### config.mk
export PLATFORM = sky130hd
export DESIGN_NAME = bcc_eval
export DESIGN_NICKNAME = d
export VERILOG_FILES = /design/src/rtl/bcc_pkg.sv /design/src/rtl/bcc_flag_test.sv /design/src/rtl/bcc_cost_sel.sv /design/src/rtl/bcc_eval.sv
export SDC_FILE = /design/constraint.sdc
export NUM_CORES = 1
export LEC_CHECK = 0
export BUFFER_PORTS_ARGS = -buffer_cell sky130_fd_sc_hd__buf_2
export CELL_PAD_IN_SITES_DETAIL_PLACEMENT = 1
export CELL_PAD_IN_SITES_GLOBAL_PLACEMENT = 2
export CORE_AREA = 2 2 39 41
export CTS_BUF_LIST = sky130_fd_sc_hd__clkbuf_2
export DETAILED_ROUTE_END_ITERATION = 10
export DIE_AREA = 0 0 41 43
export HOLD_SLACK_MARGIN = 0.06
export PLACE_DENSITY_LB_ADDON = 0.1
export SETUP_SLACK_MARGIN = 0.4
export SYNTH_ARGS = -nofsm -noshare
export SYNTH_HDL_FRONTEND = slang
export SYNTH_SLANG_ARGS = --single-unit
### constraint.sdc
create_clock -name clk -period 2.8 [get_ports clk]
set_input_delay 0 -clock clk [delete_from_list [all_inputs] [get_ports clk]]
set_output_delay 0 -clock clk [all_outputs]
set_load 0.02 [all_outputs]
### src/rtl/bcc_pkg.sv
package bcc_pkg;

    typedef struct packed {
        logic cf;
        logic zf;
        logic sf;
        logic of;
        logic pf;
    } bcc_flags_t;

    // Base test selected by condition code bits [3:1]
    typedef enum logic [2:0] {
        BASE_OVF   = 3'd0,
        BASE_CARRY = 3'd1,
        BASE_ZERO  = 3'd2,
        BASE_BE    = 3'd3,
        BASE_SIGN  = 3'd4,
        BASE_PAR   = 3'd5,
        BASE_LT    = 3'd6,
        BASE_LE    = 3'd7
    } bcc_base_e;

endpackage

### src/rtl/bcc_flag_test.sv
module bcc_flag_test
    import bcc_pkg::*;
(
    input  bcc_base_e  base,
    input  bcc_flags_t flags,
    output logic       hit
);
    logic sign_ne_ovf;

    always_comb begin
        sign_ne_ovf = flags.sf ^ flags.of;
        unique case (base)
            BASE_OVF:   hit = flags.of;
            BASE_CARRY: hit = flags.cf;
            BASE_ZERO:  hit = flags.zf;
            BASE_BE:    hit = flags.cf | flags.zf;
            BASE_SIGN:  hit = flags.sf;
            BASE_PAR:   hit = flags.pf;
            BASE_LT:    hit = sign_ne_ovf;
            BASE_LE:    hit = flags.zf | sign_ne_ovf;
            default:    hit = 1'b0;
        endcase
    end
endmodule

### src/rtl/bcc_cost_sel.sv
module bcc_cost_sel #(
    parameter int unsigned TAKEN_CYCLES    = 16,
    parameter int unsigned NOTTAKEN_CYCLES = 4,
    parameter int unsigned COST_W          = 5
) (
    input  logic              taken,
    output logic [COST_W-1:0] cycles
);
    localparam logic [COST_W-1:0] COST_T  = COST_W'(TAKEN_CYCLES);
    localparam logic [COST_W-1:0] COST_NT = COST_W'(NOTTAKEN_CYCLES);

    always_comb begin
        cycles = taken ? COST_T : COST_NT;
    end
endmodule

### src/rtl/bcc_eval.sv
module bcc_eval
    import bcc_pkg::*;
#(
    parameter int unsigned TAKEN_CYCLES    = 16,
    parameter int unsigned NOTTAKEN_CYCLES = 4,
    localparam int unsigned MAX_COST = (TAKEN_CYCLES > NOTTAKEN_CYCLES) ? TAKEN_CYCLES : NOTTAKEN_CYCLES,
    localparam int unsigned COST_W   = $clog2(MAX_COST + 1)
) (
    input  logic              clk,
    input  logic              rst_n,
    input  logic              in_valid,
    input  logic [3:0]        in_cond,
    input  logic              in_cf,
    input  logic              in_zf,
    input  logic              in_sf,
    input  logic              in_of,
    input  logic              in_pf,
    output logic              out_valid,
    output logic              out_taken,
    output logic [COST_W-1:0] out_cycles
);
    typedef struct packed {
        logic              valid;
        logic              taken;
        logic [COST_W-1:0] cycles;
    } res_t;

    res_t              res_d, res_q;
    bcc_flags_t        flags_c;
    logic              base_hit;
    logic              taken_c;
    logic [COST_W-1:0] cost_c;

    assign flags_c = '{cf: in_cf, zf: in_zf, sf: in_sf, of: in_of, pf: in_pf};

    bcc_flag_test u_test (
        .base  (bcc_base_e'(in_cond[3:1])),
        .flags (flags_c),
        .hit   (base_hit)
    );

    // Bit 0 of the code inverts the base test
    assign taken_c = base_hit ^ in_cond[0];

    bcc_cost_sel #(
        .TAKEN_CYCLES    (TAKEN_CYCLES),
        .NOTTAKEN_CYCLES (NOTTAKEN_CYCLES),
        .COST_W          (COST_W)
    ) u_cost (
        .taken  (taken_c),
        .cycles (cost_c)
    );

    always_comb begin
        res_d       = res_q;
        res_d.valid = in_valid;
        if (in_valid) begin
            res_d.taken  = taken_c;
            res_d.cycles = cost_c;
        end
    end

    always_ff @(posedge clk) begin
        if (!rst_n) res_q <= '0;
        else        res_q <= res_d;
    end

    assign out_valid  = res_q.valid;
    assign out_taken  = res_q.taken;
    assign out_cycles = res_q.cycles;

    AST_VALID_FOLLOWS: assert property (@(posedge clk) disable iff (!rst_n)
        in_valid |=> out_valid);
    AST_IDLE_NO_VALID: assert property (@(posedge clk) disable iff (!rst_n)
        !in_valid |=> !out_valid);
    AST_OVF_CODE: assert property (@(posedge clk) disable iff (!rst_n)
        (in_valid && in_cond == 4'd0) |=> (out_taken == $past(in_of)));
    AST_SIGNED_LESS: assert property (@(posedge clk) disable iff (!rst_n)
        (in_valid && in_cond == 4'd12) |=> (out_taken == ($past(in_sf) != $past(in_of))));
    AST_COST_TAKEN: assert property (@(posedge clk) disable iff (!rst_n)
        (out_valid && out_taken) |-> (out_cycles == COST_W'(TAKEN_CYCLES)));
    AST_COST_NOT_TAKEN: assert property (@(posedge clk) disable iff (!rst_n)
        (out_valid && !out_taken) |-> (out_cycles == COST_W'(NOTTAKEN_CYCLES)));
    AST_IDLE_HOLD: assert property (@(posedge clk) disable iff (!rst_n)
        !in_valid |=> ($stable(out_taken) && $stable(out_cycles)));
endmodule

==> results of run 1 <==
==> cells in the mapped netlist (all sizes together) <==
cell,instances
a21oi,1
o21ai,3
and3b,1
dfxtp,3
mux2i,1
a211oi,1
xor2,1
or3,1
buf,4
a22oi,1
a31oi,1
conb,1
a31o,2
and2,1
nand3,1
inv,1
==> cell usage in the layout (no fill, tap or decap), drive strengths merged <==
| master | synthesis | layout |
|---|---|---|
| inv | 1 | 1 |
| a31oi | 1 | 1 |
| clkbuf | 0 | 4 |
| dlygate4sd3 | 0 | 3 |
| buf | 4 | 15 |
| a21oi | 1 | 1 |
| a211oi | 1 | 1 |
| and3b | 1 | 1 |
| mux2i | 1 | 1 |
| and2 | 1 | 1 |
| nand3 | 1 | 1 |
| dfxtp | 3 | 3 |
| o21ai | 3 | 3 |
| conb | 1 | 3 |
| xor2 | 1 | 1 |
| a22oi | 1 | 1 |
| or3 | 1 | 1 |
| a31o | 2 | 2 |
==> stage by stage <==
stage | hold WS, ns | setup slack, ns
CTS | 0.152 | 1.32
detailed placement | 0.232 | 1.55
finish | 0.151 | 1.33
global route | 0.192 | 1.21
global placement | 0.223 | 1.54
floorplan | 0.100 | 1.74
==> cell type report <==
cell class	instances	area (um^2)	share of cell area [%]
flip-flops and latches	3	60.1	18.3
well taps	16	20.0	6.08
repair buffers	18	105	31.9
multi-input cells	18	120	36.5
inverters	1	3.75	1.14
clock buffers	4	20.0	6.08
==> sequential cells by signal, indices dropped and copies added (netlist names) <==
signal / count
out_valid: 1
out_cycles: 2
==> metal layers <==
metal / up-vias / global-route usage (%) / share of wire [%]
li1: 120 / - / -
met2: 15 / 12.2 / 51
met4: 0 / 14.0 / 4.9
met5: - / 0 / 0
met3: 3 / 0 / 8.5
met1: 106 / 7.32 / 35
==> cells by family after synthesis <==
logic type / Yosys count
multiplexers: 1
flip-flops: 3
XOR/XNOR: 1
buffers and inverters: 5
AO/OA/AOI/OAI: 9
other: 1
AND/OR/NAND/NOR: 4
==> power groups by stage <==
| stage | Sequential [uW] | Combinational, uW | Clock, uW |
|---|---|---|---|
| after CTS | 47.4 | 42.7 | 66.0 |
| after floorplan | 52.4 | 21.7 | 0 |
| after global placement | 48.0 | 38.6 | 0 |
| after global routing | 47.8 | 46.9 | 67.5 |
| after detailed placement | 48.2 | 38.9 | 0 |
| final | 47.4 | 42.0 | 62.6 |
==> worst paths after layout <==
| path | cells past startpoint | slack, ns | endpoint |
|---|---|---|---|
| worst max-delay path | 7 | 1.33 | out_cycles[2] |
| worst min-delay path | 3 | 0.15 | out_cycles[4] |
| worst max register to register | 3 | 1.63 | out_cycles[2] |
| worst min register to register | 2 | 0.61 | out_cycles[4] |
==> critical path: cells and delay by family <==
family,cells,cell delay [ns]
buffers and inverters,2,0.68
AO/OA/AOI/OAI,4,0.57
AND/OR/NAND/NOR,1,0.37
==> impl_summary.txt, run 1 <==
----------------------------------------------------
[Outcome]
  Outcome ... completed

[Worst setup path]
  Crit path from ... in_cond[1]
  Kind of start point of the critical path ... primary input
  Highest net fanout along the worst path ... 4
  Arrival @ worst endpoint ... 1.63 ns
  Start of the worst register-to-register path ... out_cycles[2]
  Sort of element at the end of the critical path ... flip-flop
  WS Path Type ... in2reg
  Worst stage delay on the critical path ... 0.55 ns
  Slowest-stage cell, CP ... sky130_fd_sc_hd__dlygate4sd3_1
  Worst path required time ... 2.96 ns
  Worst path cell trace ... buf_2 -> a22oi_2 -> o21ai_1 -> a31o_1 -> or3_1 -> a31oi_1 -> dlygate4sd3_1

[Synthesis]
  Syn Area/Cell ... 8.60 um^2
  Synth Area in Compound Gates ... 30.9%
  Mux share of post-synthesis cell area ... 4.85%
  Number of distinct library cell variants in the gate-level netlist after synthesis ... 17
  Number of flip-flops and latches in the synthesized netlist ... 3
  Dominant combinational cell family by area after synthesis ... compound AO/OA/AOI/OAI gates
  Cells after Synth ... 24
  Part of the Yosys area used for sequential elements ... 29.1%
  Cells taking the most area after synthesis ... sky130_fd_sc_hd__dfxtp_1 29%, sky130_fd_sc_hd__buf_4 15%, sky130_fd_sc_hd__a31o_1 8.5%
  Share of synthesized cell area in and, or, nand and nor gates ... 12.7%
  Adder-cell share of the synthesized area ... 0%
  Synth top area share ... 29.1%
  Xor and xnor fraction of the mapped netlist area ... 4.24%
  Mapped Area ... 206 um^2
  Warnings, synthesis ... 0
  Post-synthesis cell type with the largest combined area ... sky130_fd_sc_hd__dfxtp_1

[Hold path]
  Min-delay worst type ... in2reg
  Hold Crit Start ... in_cond[0]

[Power]
  Psw ... 49.0 uW
  Internal power ... 103 uW
  Sw frac ... 32.3%
  Worst IR drop on VDD ... 0.0872 mV
  Power density relative to cell area ... 462 mW/mm^2
  Overall Power ... 152 uW
  Leakage power total ... 0.000173 uW
  Portion of total power attributed to the clock network ... 41.2%
  Part of the power in combinational logic ... 27.6%
  Part of the power in registers ... 31.2%

[Detailed routing]
  Remaining DRCs ... 0
  WL/cell ... 9.62 um
  Router iterations before antenna repair ... 3
  Total routed wirelength ... 577 um
  Number of routed nets with antenna violations ... 0
  Initial DRC count ... 1
  Total number of vias ... 244
  Drt via density ... 4.07

[STA]
  Fmax ... 678 MHz
  Final setup violation count ... 0
  Setup repair after global routing missed its margin ... no
  Total count of max-transition violations in the final report ... 0
  Final Cycle Share ... 52.7%
  Fin. Hold Viols ... 0
  Post-layout min period ... 1.47 ns
  Accumulated negative setup slack ... 0 ns
  Worst clock skew ... 0 ns

[Placed design]
  Routability congestion estimate from global placement ... 0.652
  # placed instances ... 53
  Number of buffers inserted by port buffering ... 15
  Placed wire-length estimate after detailed placement ... 474 um
  Total cell area at the placement stage ... 279 um^2

[Finish]
  Final nets ... 57
  Final Instance Area ... 329 um^2
  Layout area overhead ... 59.4%
  Proportion of layout cells with a drive suffix above 1 ... 45.5%
  Number of antenna repair diodes ... 0
  Fin cells ... 60
  FILL cells ... 176
  Util after Layout ... 23.8%

[Floorplan]
  Die width ... 41 um
  Core area ... 0.00138 mm^2
  Area enclosed by the die boundary ... 0.00176 mm^2
  Floorplan row count ... 14
  I/O pin count ... 19
  Die height ... 43 um
  Initial Utilization ... 14.9%

[Job]
  Max-capacitance violation count ... 0

[CTS]
  CTS clock-pin slew for the worst setup and hold paths ... 0.04 ns
  Setup bufs post-CTS ... 0
  Number of buffers added by the clock tree synthesis step ... 3
  Number of buffers inserted by hold repair at cts ... 3
  Clk sinks ... 3
  Skew-Pair Late Insertion Delay ... 0.22 ns
  Cells resized by post-CTS repair ... 0
  Maximum clock insertion buffer count ... 2
  H-tree depth ... 1
  Clock tree from TritonCTS ... built
  CTS root buf ... sky130_fd_sc_hd__clkbuf_2

[Global routing]
  GRT Residual Overflow ... 0
  Initial antenna violation count ... 0
  All-layer global routing usage ... 8.31%
  Vias in the first global route ... 252
  Pin count of the biggest net entering global routing ... 5
  First-pass GRT wire length ... 903 um

----------------------------------------------------
No activity file was read; power rests on OpenSTA's default activity.
==> run 2, diff against run 1 <==
- CORE_AREA: 2 2 39 41 -> unset
- CORE_MARGIN: unset -> 2
- CORE_UTILIZATION: unset -> 15
- DIE_AREA: 0 0 41 43 -> unset
- clock period: 2.8 -> 1.2 ns (I/O delays scaled with it)
==> impl_summary.txt, run 2 (synthesized netlist as in run 1, its figures left out) <==
----------------------------------------------------
[STA]
  Worst clock skew ... 0 ns
  Final setup violation count ... 0
  Fmax ... 1000 MHz
  Final Cycle Share ... 83.0%
  Final worst hold slack ... 0.0752 ns
  Fin. Hold Viols ... 0
  Total count of max-transition violations in the final report ... 0
  Post-layout min period ... 0.996 ns
  Setup repair after global routing missed its margin ... yes

[Detailed routing]
  Number of routed nets with antenna violations ... 0
  Total number of vias ... 239
  Initial DRC count ... 0
  Router iterations before antenna repair ... 1
  Remaining DRCs ... 0
  WL/cell ... 10.2 um
  Drt via density ... 4.05
  Total routed wirelength ... 599 um

[Worst setup path]
  Sort of element at the end of the critical path ... flip-flop
  Arrival @ worst endpoint ... 1.09 ns
  R2r endpoint ... out_cycles[4]
  Start of the worst register-to-register path ... out_cycles[4]
  Kind of start point of the critical path ... primary input
  Endpoint of the worst setup timing path ... out_cycles[4]
  Crit path from ... in_cf
  Highest net fanout along the worst path ... 2
  Worst reg-to-reg path cell count ... 2
  Setup slack, reg-to-reg ... 0.43 ns
  Worst path required time ... 1.30 ns
  WS Path Type ... in2reg

[Power]
  Overall Power ... 357 uW
  Worst IR drop on VDD ... 0.216 mV
  Power density relative to cell area ... 1030 mW/mm^2
  Leakage power total ... 0.000180 uW

[Job]
  Max-capacitance violation count ... 0

[Finish]
  Most frequent cells in the layout ... 12 x sky130_fd_sc_hd__buf_2, 4 x sky130_fd_sc_hd__clkbuf_2, 3 x sky130_fd_sc_hd__conb_1, 3 x sky130_fd_sc_hd__buf_6, 3 x sky130_fd_sc_hd__dfxtp_1
  Util after Layout ... 26.6%
  Number of antenna repair diodes ... 0
  Layout area overhead ... 67.9%
  Most common library cell in the layout ignoring fill and taps ... sky130_fd_sc_hd__buf_2
  Proportion of layout cells with a drive suffix above 1 ... 52.3%
  Flip-flop count of the largest register after layout ... 2
  Final Instance Area ... 347 um^2
  Final nets ... 57

[Floorplan]
  I/O pin count ... 19
  Initial Utilization ... 15.9%
  Area enclosed by the die boundary ... 0.00169 mm^2
  Floorplan row count ... 13
  Core area ... 0.00130 mm^2
  Die width ... 41.1 um
  Die height ... 41.1 um

[Global routing]
  Pin count of the biggest net entering global routing ... 5
  Initial antenna violation count ... 0
  GRT Residual Overflow ... 0
  Vias in the first global route ... 218
  First-pass GRT wire length ... 841 um
  All-layer global routing usage ... 8.20%

[CTS]
  Clock tree from TritonCTS ... built
  Maximum clock insertion buffer count ... 2
  Clk sinks ... 3
  Setup bufs post-CTS ... 0
  Number of buffers added by the clock tree synthesis step ... 3
  CTS clock-pin slew for the worst setup and hold paths ... 0.04 ns
  CTS root buf ... sky130_fd_sc_hd__clkbuf_2
  H-tree depth ... 1
  Skew-Pair Late Insertion Delay ... 0.20 ns

[Placed design]
  Routability congestion estimate from global placement ... 0.538
  Total cell area at the placement stage ... 293 um^2
  Number of buffers inserted by port buffering ... 15

[Hold path]
  Min-delay worst type ... in2reg

[Outcome]
  Outcome ... completed

----------------------------------------------------
[run 2: area by class of cell]
type | instances | area, um^2
multi-input combinational | 18 | 125
timing repair buffer | 18 | 119
fill | 176 | 955
inverter | 1 | 3.75
clock buffer | 4 | 20.0
sequential | 3 | 60.1
tap | 15 | 18.8
[run 2: repair_timing]
item                       in CTS  in global routing
hold buffers                    1                  0
setup endpoints to repair       2                  2
resized for setup               3                  1
pin swaps                       1                  1
gates cloned                    0                  0
hold endpoints to repair        2                  0
[run 2: worst min-delay path by stage]
stage	from	to	slack [ns]	depth (start not counted)
2_1_floorplan	in_valid	out_cycles[2]	0.10	1
3_3_place_gp	in_valid	out_cycles[2]	0.23	2
5_1_grt	rst_n	out_valid	0.08	2
6_report	rst_n	out_valid	0.08	2
3_5_place_dp	in_valid	out_cycles[2]	0.23	2
4_1_cts	rst_n	out_valid	0.06	2
[run 2: layer usage]
metal | track usage [%] | wire length [um] | vias up
met5 | 0 | 0 | -
met4 | 7.26 | 0 | 0
met3 | 4.89 | 57 | 0
met2 | 10.2 | 299 | 12
met1 | 9.55 | 242 | 106
li1 | - | - | 121
[run 2: per-stage QoR]
step | setup WS, ns | TNS [ns] | instances
after global routing | 0.140 | 0 | 59
after detailed placement | -0.0286 | -0.0286 | 54
after CTS | 0.211 | 0 | 59
after floorplan | 0.139 | 0 | 26
after global placement | -0.0245 | -0.0245 | 54
final | 0.204 | 0 | 59
[run 2: worst max-delay path: stages]
cell,delay [ns]
sky130_fd_sc_hd__buf_6,0.09
sky130_fd_sc_hd__a22oi_2,0.16
sky130_fd_sc_hd__o21ai_1,0.07
sky130_fd_sc_hd__a31o_1,0.20
sky130_fd_sc_hd__or3_4,0.37
sky130_fd_sc_hd__a31o_1,0.21
[run 2: power breakdown]
part | total, uW | switching (uW) | internal, uW
sequential | 111 | 3.15 | 108
combinational | 106 | 54.1 | 51.8
clock | 140 | 51.8 | 87.9
total | 357 | 109 | 247
